## src/rtl/rsb_pkg.sv

```systemverilog
package rsb_pkg;

  typedef enum logic [3:0] {
    RA_ACT    = 4'd0,
    RA_MODE   = 4'd1,
    RA_LOOP   = 4'd2,
    RA_START  = 4'd3,
    RA_EXP_LO = 4'd4,
    RA_EXP_HI = 4'd5,
    RA_RNG_LO = 4'd6,
    RA_RNG_HI = 4'd7,
    RA_SIG_LO = 4'd8,
    RA_SIG_HI = 4'd9,
    RA_FAIL   = 4'd10,
    RA_IRQ    = 4'd11,
    RA_EXIT   = 4'd12
  } reg_addr_e;

  localparam int MODE_CFG_BIT = 4;
  localparam int MODE_SIG_BIT = 8;
  localparam int MODE_CMP_BIT = 9;

  typedef enum logic [1:0] {
    SQ_IDLE,
    SQ_RUN,
    SQ_DRAIN,
    SQ_FINISH
  } seq_state_e;

endpackage

```

## src/rtl/rsb_misr.sv

```systemverilog
module rsb_misr #(
  parameter int          W    = 64,
  parameter logic [W-1:0] TAPS = 64'h1B
) (
  input  logic         clk,
  input  logic         rst_n,
  input  logic         clear,
  input  logic         vld,
  input  logic [W-1:0] din,
  output logic [W-1:0] sig
);

  logic [W-1:0] nxt;

  generate
    for (genvar i = 0; i < W; i++) begin : g_bit
      if (i == 0) begin : g_lsb
        assign nxt[i] = (TAPS[i] & sig[W-1]) ^ din[i];
      end else begin : g_up
        assign nxt[i] = sig[i-1] ^ (TAPS[i] & sig[W-1]) ^ din[i];
      end
    end
  endgenerate

  always_ff @(posedge clk or negedge rst_n) begin
    if (!rst_n)     sig <= '0;
    else if (clear) sig <= '0;
    else if (vld)   sig <= nxt;
  end

  AST_SEED_ZERO: assert property (@(posedge clk) disable iff (!rst_n)
    clear |=> (sig == '0));
  AST_HOLD_IDLE: assert property (@(posedge clk) disable iff (!rst_n)
    (!clear && !vld) |=> $stable(sig));

endmodule

```

## src/rtl/rsb_seq.sv

```systemverilog
module rsb_seq
  import rsb_pkg::*;
#(
  parameter int AW = 10
) (
  input  logic          clk,
  input  logic          rst_n,
  input  logic          start,
  input  logic          abort,
  input  logic [AW-1:0] lo,
  input  logic [AW-1:0] hi,
  output logic          rom_re,
  output logic [AW-1:0] rom_addr,
  output logic          data_vld,
  output logic          busy,
  output logic          done
);

  seq_state_e   state;
  logic [AW-1:0] cur;

  assign rom_re   = (state == SQ_RUN);
  assign rom_addr = cur;
  assign busy     = (state != SQ_IDLE);
  assign done     = (state == SQ_FINISH) && !abort;

  always_ff @(posedge clk or negedge rst_n) begin
    if (!rst_n) begin
      state    <= SQ_IDLE;
      cur      <= '0;
      data_vld <= 1'b0;
    end else begin
      data_vld <= rom_re && !abort;
      if (abort) begin
        state <= SQ_IDLE;
      end else begin
        unique case (state)
          SQ_IDLE: begin
            if (start) begin
              cur   <= lo;
              state <= (hi < lo) ? SQ_FINISH : SQ_RUN;
            end
          end
          SQ_RUN: begin
            if (cur == hi) state <= SQ_DRAIN;
            else           cur   <= cur + 1'b1;
          end
          SQ_DRAIN:  state <= SQ_FINISH;
          SQ_FINISH: state <= SQ_IDLE;
          default:   state <= SQ_IDLE;
        endcase
      end
    end
  end

  AST_ADDR_STEP: assert property (@(posedge clk) disable iff (!rst_n)
    (rom_re && (rom_addr != hi) && !abort) |=>
      (rom_re && (rom_addr == $past(rom_addr) + 1'b1)));
  AST_LAST_READ: assert property (@(posedge clk) disable iff (!rst_n)
    (rom_re && (rom_addr == hi) && !abort) |=> !rom_re);
  AST_ABORT_IDLE: assert property (@(posedge clk) disable iff (!rst_n)
    abort |=> (!busy && !rom_re));

endmodule

```

## src/rtl/rsb_regs.sv

```systemverilog
module rsb_regs
  import rsb_pkg::*;
#(
  parameter int AW = 10,
  parameter int RW = 32
) (
  input  logic            clk,
  input  logic            rst_n,
  input  logic            we,
  input  logic [3:0]      addr,
  input  logic [RW-1:0]   wdata,
  output logic [RW-1:0]   rdata,
  input  logic            busy,
  input  logic            done,
  input  logic [2*RW-1:0] sig,
  output logic            start_pulse,
  output logic            exit_pulse,
  output logic [AW-1:0]   lo,
  output logic [AW-1:0]   hi,
  output logic            irq
);

  logic [1:0]      act_q;
  logic [RW-1:0]   mode_q;
  logic [RW-1:0]   loop_q;
  logic [2*RW-1:0] exp_q;
  logic            fail_q;
  logic            irq_q;
  logic            active, wr_ok, cfg_ok, irq_clr;

  assign active  = (act_q == 2'b01);
  assign wr_ok   = we && active;
  assign cfg_ok  = wr_ok && mode_q[MODE_CFG_BIT];
  assign irq_clr = wr_ok && (addr == RA_IRQ) && wdata[0];

  assign start_pulse = wr_ok && (addr == RA_START) && wdata[0]
                       && mode_q[MODE_SIG_BIT] && !busy;
  assign exit_pulse  = wr_ok && (addr == RA_EXIT) && wdata[0];
  assign irq = irq_q;

  always_ff @(posedge clk or negedge rst_n) begin
    if (!rst_n) begin
      act_q  <= '0;
      mode_q <= '0;
      loop_q <= '0;
      exp_q  <= '0;
      lo     <= '0;
      hi     <= '0;
    end else begin
      if (we && (addr == RA_ACT)) act_q <= wdata[1:0];
      if (wr_ok && (addr == RA_MODE)) mode_q <= wdata;
      if (cfg_ok) begin
        unique case (addr)
          RA_LOOP:   loop_q         <= wdata;
          RA_EXP_LO: exp_q[RW-1:0]  <= wdata;
          RA_EXP_HI: exp_q[2*RW-1:RW] <= wdata;
          RA_RNG_LO: lo             <= wdata[AW-1:0];
          RA_RNG_HI: hi             <= wdata[AW-1:0];
          default: ;
        endcase
      end
    end
  end

  always_ff @(posedge clk or negedge rst_n) begin
    if (!rst_n) begin
      fail_q <= 1'b0;
      irq_q  <= 1'b0;
    end else if (exit_pulse) begin
      fail_q <= 1'b0;
      irq_q  <= 1'b0;
    end else if (done) begin
      fail_q <= mode_q[MODE_CMP_BIT] && (sig != exp_q);
      irq_q  <= 1'b1;
    end else begin
      if (start_pulse) fail_q <= 1'b0;
      if (irq_clr)     irq_q  <= 1'b0;
    end
  end

  always_comb begin
    rdata = '0;
    if (addr == RA_ACT) begin
      rdata[1:0] = act_q;
    end else if (active) begin
      unique case (addr)
        RA_MODE:   rdata = mode_q;
        RA_LOOP:   rdata = loop_q;
        RA_START:  rdata[0] = busy;
        RA_EXP_LO: rdata = exp_q[RW-1:0];
        RA_EXP_HI: rdata = exp_q[2*RW-1:RW];
        RA_RNG_LO: rdata[AW-1:0] = lo;
        RA_RNG_HI: rdata[AW-1:0] = hi;
        RA_SIG_LO: rdata = sig[RW-1:0];
        RA_SIG_HI: rdata = sig[2*RW-1:RW];
        RA_FAIL:   rdata[0] = fail_q;
        RA_IRQ:    rdata[0] = irq_q;
        default:   rdata = '0;
      endcase
    end
  end

  AST_INACTIVE_FROZEN: assert property (@(posedge clk) disable iff (!rst_n)
    (!active && !(we && (addr == RA_ACT))) |=>
      ($stable(mode_q) && $stable(exp_q) && $stable(lo) && $stable(hi)));
  AST_IRQ_HOLD: assert property (@(posedge clk) disable iff (!rst_n)
    (irq_q && !exit_pulse && !irq_clr) |=> irq_q);
  AST_FAIL_NEEDS_CMP: assert property (@(posedge clk) disable iff (!rst_n)
    $rose(fail_q) |-> ($past(mode_q[MODE_CMP_BIT]) && $past(done)));

endmodule

```

## src/rtl/rom_sig_bist.sv

```systemverilog
module rom_sig_bist
  import rsb_pkg::*;
#(
  parameter int AW = 10,
  parameter int RW = 32
) (
  input  logic            clk,
  input  logic            rst_n,
  input  logic            reg_we,
  input  logic [3:0]      reg_addr,
  input  logic [RW-1:0]   reg_wdata,
  output logic [RW-1:0]   reg_rdata,
  output logic            rom_re,
  output logic [AW-1:0]   rom_addr,
  input  logic [2*RW-1:0] rom_rdata,
  output logic            irq
);

  localparam int SW = 2 * RW;
  localparam logic [SW-1:0] MISR_TAPS = SW'(64'h1B);

  logic          start_pulse, exit_pulse, busy, done, data_vld;
  logic [AW-1:0] lo, hi;
  logic [SW-1:0] sig;

  rsb_regs #(.AW(AW), .RW(RW)) u_regs (
    .clk(clk), .rst_n(rst_n), .we(reg_we), .addr(reg_addr),
    .wdata(reg_wdata), .rdata(reg_rdata), .busy(busy), .done(done),
    .sig(sig), .start_pulse(start_pulse), .exit_pulse(exit_pulse),
    .lo(lo), .hi(hi), .irq(irq)
  );

  rsb_seq #(.AW(AW)) u_seq (
    .clk(clk), .rst_n(rst_n), .start(start_pulse), .abort(exit_pulse),
    .lo(lo), .hi(hi), .rom_re(rom_re), .rom_addr(rom_addr),
    .data_vld(data_vld), .busy(busy), .done(done)
  );

  rsb_misr #(.W(SW), .TAPS(MISR_TAPS)) u_misr (
    .clk(clk), .rst_n(rst_n), .clear(start_pulse || exit_pulse),
    .vld(data_vld), .din(rom_rdata), .sig(sig)
  );

  AST_START_RUNS: assert property (@(posedge clk) disable iff (!rst_n)
    (start_pulse && (hi >= lo)) |=> (rom_re && (rom_addr == $past(lo))));
  AST_EMPTY_NO_READ: assert property (@(posedge clk) disable iff (!rst_n)
    (start_pulse && (hi < lo)) |=> (!rom_re && done));

endmodule

```

## config.mk

```make
export PLATFORM = sky130hd
export DESIGN_NAME = rom_sig_bist
export DESIGN_NICKNAME = d
export VERILOG_FILES = /design/src/rtl/rsb_pkg.sv /design/src/rtl/rsb_misr.sv /design/src/rtl/rsb_seq.sv /design/src/rtl/rsb_regs.sv /design/src/rtl/rom_sig_bist.sv
export SDC_FILE = /design/constraint.sdc
export NUM_CORES = 1
export LEC_CHECK = 0
export BUFFER_PORTS_ARGS = -buffer_cell sky130_fd_sc_hd__buf_2
export CORE_ASPECT_RATIO = 1.5
export CORE_MARGIN = 2
export CORE_UTILIZATION = 60
export CTS_BUF_LIST = sky130_fd_sc_hd__clkbuf_8
export CTS_CLUSTER_DIAMETER = 150
export DETAILED_ROUTE_END_ITERATION = 8
export GPL_TIMING_DRIVEN = 0
export PLACE_DENSITY = 0.93
export REMOVE_ABC_BUFFERS = 1
export SYNTH_ARGS = -nofsm -noshare
export SYNTH_HDL_FRONTEND = slang
export SYNTH_SLANG_ARGS = --single-unit
```

## constraint.sdc

```tcl
create_clock -name clk -period 5 [get_ports clk]
set_clock_uncertainty 0.2 [all_clocks]
set_input_delay 1 -clock clk [delete_from_list [all_inputs] [get_ports clk]]
set_output_delay 1 -clock clk [all_outputs]
set_load 0.005 [all_outputs]
```

==> impl_summary.txt, run 1 <==
----------------------------------------------------
[Status]
  Status ... finished clean

[Clock tree]
  Post-CTS clock slew at the launch and capture registers of the worst setup and hold paths ... roughly 0.060 ns
  Clock tree from TritonCTS ... built
  CTS Root Buffer Type ... sky130_fd_sc_hd__clkbuf_8
  CTS Sinks ... ~230
  Number of hold buffers added after cts ... 0
  Clock Path Buffers ... 3
  Total number of H-tree levels ... 2
  Total clock buffers created by CTS ... 35
  Clock latency on the worst-skew pair ... 0.53 ns

[Route]
  Routed wire length ... ~37 mm
  Router iterations before antenna repair ... 6
  Number of DRC violations after detailed routing ... 0
  Total via count in the routed design ... 10,011
  Vias per Instance ... slightly below 7
  Final antenna-violating net count ... 0
  Starting DRT DRC Count ... 1,166
  WL per Instance ... between 20 and 25 microns

[Global route]
  Global-route wire length before repair ... approximately 57 mm
  Initial antenna violation count ... 0
  Via count of the first global-routing pass ... a little over 10,000
  Global route overflow ... 0
  Maximum number of pins on one net before global-route repair ... about 110
  Overall track demand over capacity in global routing ... 0.351

[Power]
  Total Power Consumption ... around 6.3 mW
  IR Drop Worst-Case VDD ... ~0.00029 V
  PwrDens ... 454 nW/um^2
  Leakage ... 6.22 nW

[Yosys]
  Primary FF master, synth ... sky130_fd_sc_hd__dfrtp_1
  Total standard cell area after synthesis ... about 12,000 sq um
  Post-synthesis async set-or-reset flop share ... 1.00
  Most area-hungry cell type in the Yosys netlist ... sky130_fd_sc_hd__dfrtp_1
  EDFF count, synth ... 0
  Register area share after synthesis ... 0.479
  Gate Count Post-Synth ... approximately 1,000
  Flops & latches, synth ... roughly 230
  Cell types with the highest counts after synthesis ... sky130_fd_sc_hd__dfrtp_1, sky130_fd_sc_hd__mux2_2, sky130_fd_sc_hd__a22oi_1
  Post-Synthesis Mean Instance Area ... roughly 11 sq um
  Synth area leaders ... sky130_fd_sc_hd__dfrtp_1, sky130_fd_sc_hd__mux2_2, sky130_fd_sc_hd__a22oi_1
  Number of distinct library cells after synthesis ... 59
  Most repeated cell in the gate-level netlist after synthesis ... sky130_fd_sc_hd__dfrtp_1
  Count of warnings emitted by yosys ... 0
  Proportion of netlist area held by the largest area contributor ... 0.479

[Setup path]
  Top Family by Delay on Critical Path ... simple AND/OR/NAND/NOR gates
  Most used cell, CP ... sky130_fd_sc_hd__buf_2
  Worst reg-to-reg setup slack ... ~2.1 ns
  Worst setup EP type ... output pin
  End of the worst register-to-register path ... u_seq.rom_addr[8]
  Slowest cell on the critical path ... sky130_fd_sc_hd__nor3_4
  Worst-case reg-to-reg path depth ... 8
  Count of buffering cells on the critical path with inverters included ... 3
  Longest individual stage delay on the worst path ... 0.91 ns
  Reg-to-Reg Start ... u_seq.state[1]
  Critical path data required time ... about 3.8 ns
  CP arrival ... between 3 and 4 ns
  Type of element launching the critical path ... input port
  Crit-path max FO ... 17
  Worst Setup Path Type ... input port to output pin
  Ordered cell list for the critical path ... buf_2, nand2b_1, nor3_4, buf_16, a22oi_1, a31oi_1, buf_2

[Floorplanning]
  Die Y ... about 180 microns
  Horiz. Die Dim ... between 100 and 150 microns
  Standard-cell row count ... between 60 and 70
  Starting utilization of the core area ... 0.607
  Total Die Area ... ~21,000 sq um
  Top Ports ... roughly 150
  Area of the core ... between 15,000 and 20,000 sq um

[STA]
  Setup TNS ... 0 ns
  RSZ-0062 raised after global routing ... false
  Min Tclk post-route ... 4.80 ns
  Worst slew margin relative to its limit ... 0.272
  Timing-limited maximum frequency ... 208 MHz
  Count of endpoints failing setup in the final report ... 0
  Period Utilization, post-route ... 0.961
  Final hold viol count ... 0
  Pins Over Slew Limit ... 0
  Measured slew at the worst slew-check pin ... 1.09 ns

[Min path]
  Min-Delay Path Class ... input port to asynchronous set/reset pin

[Placement]
  Weighted congestion reported at the end of routability-driven placement ... 0.897
  Port buffer count ... between 100 and 150
  Placed cells ... 1,407
  Detailed placement HPWL ... 24.8 mm
  Placed cell area ... 13,200 sq um

[Layout]
  Antenna diode count ... 0
  Number of nets in the finished design ... 1,301
  Total non-filler cell area in the finished layout ... approximately 14,000 sq um
  Share of post-route cells with drive strength above 1 ... 0.308
  Fraction of the core area covered by cells at the end of the flow ... 0.702
  Layout-stage area growth over the synthesis result ... 15.5%
  Layout Cells excl Fill ... roughly 1,500

[Run]
  Max-cap violations ... 0

----------------------------------------------------
==> power breakdown <==
part | internal, mW | switching (mW) | leakage [nW] | total, mW
Sequential | 2.25 | 0.670 | 2.89 | 2.91
Combinational | 0.862 | 1.00 | 2.96 | 1.86
Clock | 0.759 | 0.736 | 0.370 | 1.50
==> area by class of cell <==
class | instances | area (sq um)
multi-input cells | 733 | 5890
inverters | 18 | 67.6
fillers | 1326 | 5880
clock inverters | 15 | 70.1
repair buffers | 167 | 1160
clock buffers | 42 | 578
well taps | 260 | 325
flip-flops and latches | 229 | 5730
==> logic make-up (layout without fill, tap and decap cells) <==
logic type	after synthesis	in the layout	synth area share
AO/OA/AOI/OAI	262	262	0.157
buffers and inverters	84	242	0.0338
flip-flops	229	229	0.479
adder cells (fa/ha/maj)	14	14	0.0146
multiplexers	148	148	0.139
XOR/XNOR	141	141	0.103
AND/OR/NAND/NOR	168	168	0.0741
==> layout by cell type, fill, tap and decap left out, types with 3 or more instances in the layout <==
cell type	count
sky130_fd_sc_hd__nand3_1	7
sky130_fd_sc_hd__xor2_1	72
sky130_fd_sc_hd__ha_1	14
sky130_fd_sc_hd__nor2b_1	3
sky130_fd_sc_hd__clkbuf_8	42
sky130_fd_sc_hd__mux2_1	5
sky130_fd_sc_hd__nor3_4	4
sky130_fd_sc_hd__nor2_1	74
sky130_fd_sc_hd__xnor2_1	69
sky130_fd_sc_hd__nand4_1	7
sky130_fd_sc_hd__inv_1	27
sky130_fd_sc_hd__nand2b_1	8
sky130_fd_sc_hd__nor3_2	4
sky130_fd_sc_hd__buf_12	3
sky130_fd_sc_hd__mux2i_1	7
sky130_fd_sc_hd__nor4_1	20
sky130_fd_sc_hd__a21o_1	5
sky130_fd_sc_hd__clkinv_2	4
sky130_fd_sc_hd__a22oi_1	87
sky130_fd_sc_hd__a21oi_1	16
sky130_fd_sc_hd__o21ai_1	3
sky130_fd_sc_hd__a221oi_1	9
sky130_fd_sc_hd__a22o_1	10
sky130_fd_sc_hd__o22ai_1	10
sky130_fd_sc_hd__and3_1	4
sky130_fd_sc_hd__mux2_2	136
sky130_fd_sc_hd__buf_16	9
sky130_fd_sc_hd__a31oi_1	32
sky130_fd_sc_hd__buf_6	6
sky130_fd_sc_hd__nand2_1	18
sky130_fd_sc_hd__o21ai_0	13
sky130_fd_sc_hd__a211oi_1	62
sky130_fd_sc_hd__dfrtp_1	228
sky130_fd_sc_hd__buf_2	145
sky130_fd_sc_hd__buf_8	4
==> repair_timing <==
| action | in CTS | in global routing |
|---|---|---|
| setup endpoints to repair | 1 | 0 |
| buffers inserted | 0 | 0 |
| gates resized for setup | 1 | 0 |
| endpoints found under the hold margin | 0 | 0 |
==> per-layer routing <==
metal	GRT usage	up-vias	share of wire
met3	0.0686	239	0.095
met4	0.271	0	0.089
met5	0	-	0
met2	0.577	718	0.48
met1	0.404	4891	0.33
li1	-	4163	-
==> how the worst max path moves through the flow <==
stage | end | cells after the start | startpoint | slack [ns]
detailed placement | reg_rdata[1] | 7 | reg_addr[0] | -0.001
floorplan | u_seq.state[1] | 6 | reg_addr[1] | 0.02
global route | reg_rdata[15] | 6 | reg_addr[2] | 0.13
finish | reg_rdata[15] | 7 | reg_addr[0] | 0.20
global placement | reg_rdata[1] | 7 | reg_addr[1] | -2.38
CTS | reg_rdata[1] | 8 | reg_addr[2] | 0.30
==> through the flow <==
stage | hold WS, ns | setup WS (ns)
floorplan | 0.259 | 0.0158
global placement | 0.269 | -2.38
detailed placement | 0.280 | -0.00138
CTS | 0.127 | 0.298
global route | 0.134 | 0.128
finish | 0.118 | 0.196
==> sequential cells by signal (all words and copies together), names as in the netlist <==
name and flops:
u_misr.sig 64, u_regs.exp_q 64, u_regs.loop_q 32, u_regs.mode_q 32
u_regs.hi 10, u_regs.lo 10, u_seq.rom_addr 10, u_regs.act_q 2
u_seq.state 2, u_regs.fail_q 1, u_regs.irq 1, u_seq.data_vld 1
==> worst register-to-register path, cell delays in order (launching register included) <==
cell,delay [ns]
sky130_fd_sc_hd__dfrtp_1,0.41
sky130_fd_sc_hd__inv_1,0.11
sky130_fd_sc_hd__ha_1,0.29
sky130_fd_sc_hd__nand2_1,0.10
sky130_fd_sc_hd__or4_4,0.45
sky130_fd_sc_hd__o22ai_2,0.65
sky130_fd_sc_hd__nand2_2,0.32
sky130_fd_sc_hd__o22ai_1,0.24
sky130_fd_sc_hd__nor3_2,0.07
(Power assumes the default switching activity.)
==> inputs of run 2 (changes only) <==
- BUFFER_PORTS_ARGS: -buffer_cell sky130_fd_sc_hd__buf_2 -> -buffer_cell sky130_fd_sc_hd__clkbuf_2
- CTS_CLUSTER_DIAMETER: 150 -> default
==> impl_summary.txt, run 2 (synthesized netlist as in run 1, its figures left out) <==
----------------------------------------------------
[Status]
  Status ... finished clean

[Clock tree]
  CTS Sinks ... 229 (unchanged)
  Post-CTS clock slew at the launch and capture registers of the worst setup and hold paths ... 0.07 ns (about the same)
  Clock Path Buffers ... 3 (unchanged)
  Number of setup buffers added after CTS ... 0 (unchanged)
  Total number of H-tree levels ... 2 (unchanged)
  Total clock buffers created by CTS ... 34 (-2.9%)
  Clock tree from TritonCTS ... built
  CTS Root Buffer Type ... sky130_fd_sc_hd__clkbuf_8
  Clock latency on the worst-skew pair ... 0.53 ns (about the same)

[Layout]
  Largest registers ... u_misr.sig (64), u_regs.exp_q (64)
  Leading cell types in the layout, fill and taps excluded ... sky130_fd_sc_hd__dfrtp_1, sky130_fd_sc_hd__clkbuf_2, sky130_fd_sc_hd__mux2_2
  Number of filler instances in the final layout ... 1,335 (+0.68%)
  Antenna diode count ... 0 (unchanged)
  Share of post-route cells with drive strength above 1 ... 0.304 (-0.00455)
  FF/Latch Area ... 5730 sq um (unchanged)
  Layout-stage area growth over the synthesis result ... 15.1%
  Total non-filler cell area in the finished layout ... 13,800 sq um (-0.37%)
  Area used by multi-input combinational logic ... 5890 sq um (unchanged)
  Number of nets in the finished design ... 1,300 (-0.077%)
  Most common cell after layout, fill and taps aside ... sky130_fd_sc_hd__dfrtp_1

[Floorplanning]
  Standard-cell row count ... 63 (unchanged)
  Die Y ... 177 microns (unchanged)
  Area of the core ... 19,700 sq um (unchanged)
  Starting utilization of the core area ... 0.607 (unchanged)
  Horiz. Die Dim ... 119 microns (unchanged)
  Total Die Area ... 21,100 sq um (unchanged)
  Top Ports ... 147 (unchanged)

[Setup path]
  Most used cell, CP ... sky130_fd_sc_hd__clkbuf_2
  Crit-path max FO ... 17 (unchanged)
  Worst setup EP type ... output pin
  Top Family by Delay on Critical Path ... simple AND/OR/NAND/NOR gates
  Type of element launching the critical path ... input port
  Longest individual stage delay on the worst path ... 0.92 ns (about the same)
  Ordered cell list for the critical path ... clkbuf_2, nand2b_1, nor3_4, buf_16, a221oi_1, a31oi_1, a21o_1, clkbuf_2
  CP arrival ... 3.66 ns (+0.06 ns)
  Count of buffering cells on the critical path with inverters included ... 3 (unchanged)
  Slowest cell on the critical path ... sky130_fd_sc_hd__nor3_4
  Worst Setup Path Type ... input port to output pin
  Critical path data required time ... 3.80 ns (about the same)

[Placement]
  Detailed placement HPWL ... 24.5 mm (-1.2%)
  Placed cell area ... 13,200 sq um (about the same)
  Port buffer count ... 146 (unchanged)
  Weighted congestion reported at the end of routability-driven placement ... 0.902 (+0.55%)

[STA]
  Measured slew at the worst slew-check pin ... 1.14 ns (+0.0509 ns)
  Pins Over Slew Limit ... 0 (unchanged)
  Final hold viol count ... 0 (unchanged)
  Period Utilization, post-route ... 0.971 (+0.0105)
  Count of endpoints failing setup in the final report ... 0 (unchanged)
  Worst slew margin relative to its limit ... 0.236 (-0.0357)
  Min Tclk post-route ... 4.86 ns (+0.0526 ns)
  Timing-limited maximum frequency ... 206 MHz (-1.1%)
  RSZ-0062 raised after global routing ... false
  Hold Worst Slack ... 0.162 ns (+0.0432 ns)

[Global route]
  Global-route wire length before repair ... 56.9 mm (-0.54%)
  Global route overflow ... 0 (unchanged)
  Overall track demand over capacity in global routing ... 0.350 (-0.000599)
  Initial antenna violation count ... 0 (unchanged)
  Via count of the first global-routing pass ... 10,172 (-1.1%)
  Maximum number of pins on one net before global-route repair ... 113 (+1.8%)

[Route]
  Routed wire length ... 36.7 mm (+0.42%)
  Starting DRT DRC Count ... 1,149 (-1.5%)
  Final antenna-violating net count ... 0 (unchanged)
  Vias per Instance ... 6.91 (+1.1%)
  Number of DRC violations after detailed routing ... 0 (unchanged)
  WL per Instance ... 25.2 microns (+0.76%)
  Total via count in the routed design ... 10,084 (+0.73%)
  Router iterations before antenna repair ... 6 (unchanged)

[Min path]
  Min-Delay Path Class ... input port to asynchronous set/reset pin

[Power]
  PwrDens ... 450 nW/um^2 (-0.78%)
  IR Drop Worst-Case VDD ... 0.000271 V (-7.0%)
  Leakage ... 6.20 nW (-0.39%)

[Run]
  Max-cap violations ... 0 (unchanged)

----------------------------------------------------
run 2: per-layer routing:
layer  wire (microns)  part of all wire  track usage
met2            17700              0.48        0.565
met3             3250             0.088       0.0622
met4             3150             0.086        0.264
met1            12600              0.34        0.419
met5                0                 0            0
run 2: final timing paths:
| kind | from | endpoint | slack, ns | cells after the start |
|---|---|---|---|---|
| setup / recovery | reg_addr[2] | reg_rdata[1] | 0.14 | 8 |
| hold reg to reg | u_regs.mode_q[23] | u_regs.mode_q[23] | 0.29 | 1 |
| setup reg to reg | u_regs.act_q[1] | u_regs.loop_q[8] | 1.99 | 5 |
| min in group clk | u_regs.mode_q[23] | u_regs.mode_q[23] | 0.29 | 1 |
| hold / removal | rst_n | u_misr.sig[42] | 0.16 | 1 |
| max in group asynchronous | rst_n | u_seq.data_vld | 3.17 | 3 |
run 2: worst reg2reg max path, stage by stage, from the launching register on:
cell and delay [ns]:
sky130_fd_sc_hd__dfrtp_1 0.42, sky130_fd_sc_hd__nor2b_1 0.23, sky130_fd_sc_hd__nand3_1 0.39, sky130_fd_sc_hd__nor4_4 0.94
sky130_fd_sc_hd__buf_6 0.31, sky130_fd_sc_hd__mux2_2 0.39
run 2: repair_timing:
action                     CTS  global route
hold buffers                 0             0
resized for setup            1             0
setup endpoints to repair    1             0
run 2: area by class of cell:
cell class	instances	share of cell area
Sequential cell	229	0.416
Clock buffer	37	0.0370
Timing Repair Buffer	167	0.0842
Tap cell	260	0.0236
Clock inverter	15	0.00645
Multi-Input combinational cell	733	0.428
Inverter	18	0.00491
run 2: power by group:
group          switching (mW)  total (mW)  internal, mW
logic                   0.974        1.83         0.861
registers               0.676        2.92          2.24
clock network           0.723        1.45         0.724
run 2: through the flow:
step / total power [mW] / cells / utilization / setup WS (ns) / setup TNS (ns)
global route: 6.48 / 1459 / 0.699 / 0.140 / 0
CTS: 6.14 / 1459 / 0.699 / 0.239 / 0
global placement: 4.54 / 1386 / 0.644 / -2.47 / -602.90
floorplan: 3.95 / 980 / - / 0.0158 / 0
detailed placement: 4.66 / 1407 / 0.669 / -0.0282 / -0.0282
finish: 6.20 / 1459 / 0.699 / 0.143 / 0
